**config.mk**
```make
export PLATFORM = sky130hd
export DESIGN_NAME = rqgt_arbiter
export DESIGN_NICKNAME = d
export VERILOG_FILES = /design/src/rtl/rqgt_pkg.sv /design/src/rtl/rqgt_pending.sv /design/src/rtl/rqgt_priority.sv /design/src/rtl/rqgt_fsm.sv /design/src/rtl/rqgt_arbiter.sv
export SDC_FILE = /design/constraint.sdc
export NUM_CORES = 1
export LEC_CHECK = 0
export BUFFER_PORTS_ARGS = -buffer_cell sky130_fd_sc_hd__buf_2
export CAP_MARGIN = 0
export CORE_AREA = 2 2 39 41
export DETAILED_ROUTE_END_ITERATION = 10
export DIE_AREA = 0 0 41 43
export GPL_TIMING_DRIVEN = 0
export PLACE_DENSITY = 0.48
export REMOVE_ABC_BUFFERS = 1
export SYNTH_ARGS = -nofsm -noshare
export SYNTH_HDL_FRONTEND = slang
export SYNTH_HIERARCHICAL = 1
export SYNTH_SLANG_ARGS = --single-unit
```
**constraint.sdc**
```tcl
create_clock -name clk -period 2.07 [get_ports clk]
set_input_delay 0.414 -clock clk [delete_from_list [all_inputs] [get_ports clk]]
set_output_delay 0.414 -clock clk [all_outputs]
set_load 0.02 [all_outputs]
```
**src/rtl/rqgt_pkg.sv**
```systemverilog
package rqgt_pkg;

    typedef enum logic [1:0] {
        ARB_IDLE  = 2'd0,
        ARB_GRANT = 2'd1,
        ARB_HOLD  = 2'd2
    } arb_state_e;

    typedef struct packed {
        arb_state_e state;
        logic       busy_owned;
    } arb_status_t;

    function automatic logic is_owned(input arb_state_e s);
        return (s == ARB_GRANT) || (s == ARB_HOLD);
    endfunction

endpackage

```
**src/rtl/rqgt_pending.sv**
```systemverilog
module rqgt_pending #(
    parameter int NLINES = 2
) (
    input  logic              clk,
    input  logic              rst,
    input  logic [NLINES-1:0] set_req,
    input  logic [NLINES-1:0] clr_req,
    output logic [NLINES-1:0] pend
);
    for (genvar i = 0; i < NLINES; i++) begin : g_line
        always_ff @(posedge clk) begin
            if (rst) begin
                pend[i] <= 1'b0;
            end else if (clr_req[i]) begin
                pend[i] <= 1'b0;
            end else if (set_req[i]) begin
                pend[i] <= 1'b1;
            end
        end
    end
endmodule

```
**src/rtl/rqgt_priority.sv**
```systemverilog
module rqgt_priority #(
    parameter int NLINES = 2,
    localparam int IDW = (NLINES > 1) ? $clog2(NLINES) : 1
) (
    input  logic [NLINES-1:0] pend,
    output logic [NLINES-1:0] pick_onehot,
    output logic [IDW-1:0]    pick_id,
    output logic              pick_any
);
    logic [NLINES:0] lower;

    assign lower[0] = 1'b0;
    for (genvar i = 0; i < NLINES; i++) begin : g_chain
        assign lower[i+1]     = lower[i] | pend[i];
        assign pick_onehot[i] = pend[i] & ~lower[i];
    end
    assign pick_any = lower[NLINES];

    always_comb begin
        pick_id = '0;
        for (int i = NLINES - 1; i >= 0; i--) begin
            if (pend[i]) pick_id = IDW'(i);
        end
    end
endmodule

```
**src/rtl/rqgt_fsm.sv**
```systemverilog
module rqgt_fsm
    import rqgt_pkg::*;
#(
    parameter int NLINES = 2,
    localparam int IDW = (NLINES > 1) ? $clog2(NLINES) : 1
) (
    input  logic           clk,
    input  logic           rst,
    input  logic           bus_busy,
    input  logic           pick_any,
    input  logic [IDW-1:0] pick_id,
    input  logic           release_seen,
    output arb_state_e     state,
    output logic [IDW-1:0] owner,
    output logic           take
);
    assign take = (state == ARB_IDLE) && pick_any && !bus_busy;

    always_ff @(posedge clk) begin
        if (rst) begin
            state <= ARB_IDLE;
            owner <= '0;
        end else begin
            unique case (state)
                ARB_IDLE: begin
                    if (take) begin
                        state <= ARB_GRANT;
                        owner <= pick_id;
                    end
                end
                ARB_GRANT: state <= ARB_HOLD;
                ARB_HOLD: begin
                    if (release_seen) begin
                        state <= ARB_IDLE;
                        owner <= '0;
                    end
                end
                default: begin
                    state <= ARB_IDLE;
                    owner <= '0;
                end
            endcase
        end
    end
endmodule

```
**src/rtl/rqgt_arbiter.sv**
```systemverilog
module rqgt_arbiter
    import rqgt_pkg::*;
#(
    parameter int NLINES = 2,
    localparam int IDW = (NLINES > 1) ? $clog2(NLINES) : 1
) (
    input  logic              clk,
    input  logic              rst,
    input  logic              bus_busy,
    input  logic [NLINES-1:0] rg_in,
    output logic [NLINES-1:0] rg_out,
    output logic [NLINES-1:0] rg_oe,
    output logic              bus_float,
    output logic              owner_valid,
    output logic [IDW-1:0]    owner_id
);
    arb_state_e        state;
    arb_status_t       status;
    logic [IDW-1:0]    owner;
    logic [NLINES-1:0] own_mask;
    logic [NLINES-1:0] pend;
    logic [NLINES-1:0] pick_onehot;
    logic [NLINES-1:0] set_req;
    logic [NLINES-1:0] clr_req;
    logic [IDW-1:0]    pick_id;
    logic              pick_any;
    logic              take;
    logic              release_seen;

    assign status.state      = state;
    assign status.busy_owned = is_owned(state);

    for (genvar i = 0; i < NLINES; i++) begin : g_mask
        assign own_mask[i] = status.busy_owned && (owner == IDW'(i));
    end

    // Owner's line is never a request while it holds the bus
    assign set_req      = rg_in & ~own_mask;
    assign clr_req      = take ? pick_onehot : '0;
    assign release_seen = (status.state == ARB_HOLD) && |(rg_in & own_mask);

    rqgt_pending #(.NLINES(NLINES)) u_pending (
        .clk     (clk),
        .rst     (rst),
        .set_req (set_req),
        .clr_req (clr_req),
        .pend    (pend)
    );

    rqgt_priority #(.NLINES(NLINES)) u_priority (
        .pend        (pend),
        .pick_onehot (pick_onehot),
        .pick_id     (pick_id),
        .pick_any    (pick_any)
    );

    rqgt_fsm #(.NLINES(NLINES)) u_fsm (
        .clk          (clk),
        .rst          (rst),
        .bus_busy     (bus_busy),
        .pick_any     (pick_any),
        .pick_id      (pick_id),
        .release_seen (release_seen),
        .state        (state),
        .owner        (owner),
        .take         (take)
    );

    assign rg_out      = (status.state == ARB_GRANT) ? own_mask : '0;
    assign rg_oe       = (status.state == ARB_GRANT) ? own_mask : '0;
    assign bus_float   = status.busy_owned;
    assign owner_valid = status.busy_owned;
    assign owner_id    = owner;
endmodule

```
==> flow_summary.ini <==
[logic_synthesis]
syn_area_per_cell_sq_um = 8.545
synthArstFlopShare_pct = 0
yosysMostFrequentCell = inv_1
synth_edf_count = 0
synth_top_area_share_pct = 28.57
synthCells = 41
synthTopCellsByCount = inv_1, buf_4, dfxtp_1, nor2_1
yosys.area.top_type = dfxtp_1
ys_types = 22
synth_flop_cell = dfxtp_1
synth_warnings = 6
ys_seq_area_share_pct = 28.57
ys_ff_latch = 5
yosys-top-cells-area = dfxtp_1, buf_4, ha_1, inv_1, nor3_2
syn_area_sq_um = 350.3

[setup_path]
path_common_cell = inv_1
crit_arrival_ps = 1990
slowest_stage = dfxtp_1
crit_chain = inv_1 -> ha_1 -> inv_1 -> and3_1 -> o21ai_0 -> a2111o_1 -> a21oi_2
slowest_delay_ps = 440
crit_type = reg2reg
critPathMaxFanout = 7
cp-end-kind = flop
crit_family = compound AO/OA/AOI/OAI gates
worst_ep_required_time_ps = 2240
crit_buf_inv = 2
start_kind = flop

[finish]
antenna_cells = 0
multi_input_area_sq_um = 190.2
fin_util_pct = 29.93
final_cell_count_no_fill = 67
fill_cells = 153
stdcell_area_sq_um = 414.1
fin_nets = 59
syn2layout_area_growth_pct = 18.21
drive_above_1_share_pct = 39.22
seqCellArea_sq_um = 100.1

[route]
ant_nets = 0
drcViolationCount = 0
via_per_inst = 4.254
dr.pass1.iters = 3
drt_wl_total_um = 584
wl_per_cell_um = 8.716
detailedRoute.firstIterationViolations = 3
vias = 285

[timing]
rsz0062_at_grt = false
period_needed_ps = 1820
final_max_slew_viol_count = 0
relSlewSlack_pct = 84.73
fin_tns_setup_ps = 0
final.period_utilization_pct = 87.93
tightest_slew_ps = 228.7
setup_viol = 0
finalClockSkew_ps = 0.9559
hold_viol_final = 0
fmax_ghz = 0.5494

[clock_network]
insertion_delay_ps = 240
clock_sinks = 5
cts_setup_buffers = 0
cts.repair.resized = 0
htree_num_levels = 1
clk_path_buf_depth = 2
cts_hold_buf = 0
clk_pin_slew_ps = 40
cts_tree = yes
root_buffer = clkbuf_4
numCtsBuffers = 3

[global_routing]
grt_pass1_vias = 265
grt_max_degree = 8
gr-total-overflow = 0
grt_pass1_wl_um = 917
antenna_found_initial = 0
grt_usage_pct = 8.141

[floorplanning]
num_io_pins = 12
rows = 14
initial_core_util_pct = 25.32
die-area_sq_um = 1763
coreArea_sq_um = 1384
die_x_um = 41
fp.dieH_um = 43

[run]
drv_cap = 0

[placement]
dpl-instance-area_sq_um = 387.9
portBuffers = 11
place.gp.congestion = 0.6923
place_inst = 63

[run_status]
status = finished, final reports clean

[power]
p_leak_nw = 0.2070
max-vdd-ir-drop_mv = 0.2016
power.total_mw = 0.2867
powerDensity_nw_per_um2 = 692.2

[hold_path]
holdCritPathClass = in2reg
routing by layer:
layer  track usage [%]  part of all wire [%]  up-vias
met5                 0                     0        -
met4             10.00                     0        0
met3             1.571                   6.8        0
met2             11.88                    49       10
met1             8.065                    44      123
li1                  -                     -      152
area by class of cell:
| type | instances | area share, % |
|---|---|---|
| multi-input combinational | 25 | 45.92 |
| sequential | 5 | 24.17 |
| timing repair buffer | 11 | 13.29 |
| clock buffer | 4 | 6.344 |
| inverter | 6 | 5.438 |
| tap | 16 | 4.834 |
flip-flops by register name (all words and copies together), names as in the netlist:
register        cells
u_fsm/owner         1
u_fsm/state         2
u_pending/pend      2
kinds of logic after synthesis:
group,count (synthesis),synth area share (%)
AND/OR/NAND/NOR,16,31.07
buffers and inverters,11,17.14
AO/OA/AOI/OAI,6,12.86
flip-flops,5,28.57
adder cells (fa/ha/maj),2,7.142
multiplexers,1,3.214
worst paths after layout:
path / start / to / slack, ps / depth (start not counted)
worst max-delay path: u_fsm/state[0] / u_fsm/owner / 250 / 7
worst min-delay path: rst / u_fsm/owner / 420 / 2
worst max register to register: u_fsm/state[0] / u_fsm/owner / 250 / 7
worst min register to register: u_pending/pend[1] / u_pending/pend[1] / 510 / 2
layout by cell type, fill, tap and decap left out:
cell type and n:
buf_2 11, inv_1 6, dfxtp_1 5, nor2_1 4, clkbuf_4 3, and2_1 2
ha_1 2, nor3_2 2, o21a_1 1, and2b_2 1, mux2_1 1, and3_1 1
and2_2 1, a21boi_0 1, clkbuf_1 1, or4b_4 1, nor3b_1 1, a21oi_1 1
o21ai_0 1, nand3_1 1, a2111o_1 1, a21oi_2 1, or2_1 1, nor2b_1 1
through the flow:
step | setup slack, ps | hold WS (ps)
final | 249.9 | 416.3
after global routing | 117.4 | 415.7
after CTS | 246.6 | 409.0
after detailed placement | 259.0 | 503.8
after global placement | 243.9 | 504.1
after floorplan | 120.3 | 476.4
report_power, final:
part           leakage (nW)  switching [mW]  internal, mW
Sequential           0.0412         0.00860         0.104
Combinational         0.151          0.0341        0.0279
Clock                0.0150          0.0391        0.0728
Total                 0.207          0.0818         0.205
No activity file was read; power rests on OpenSTA's default activity.
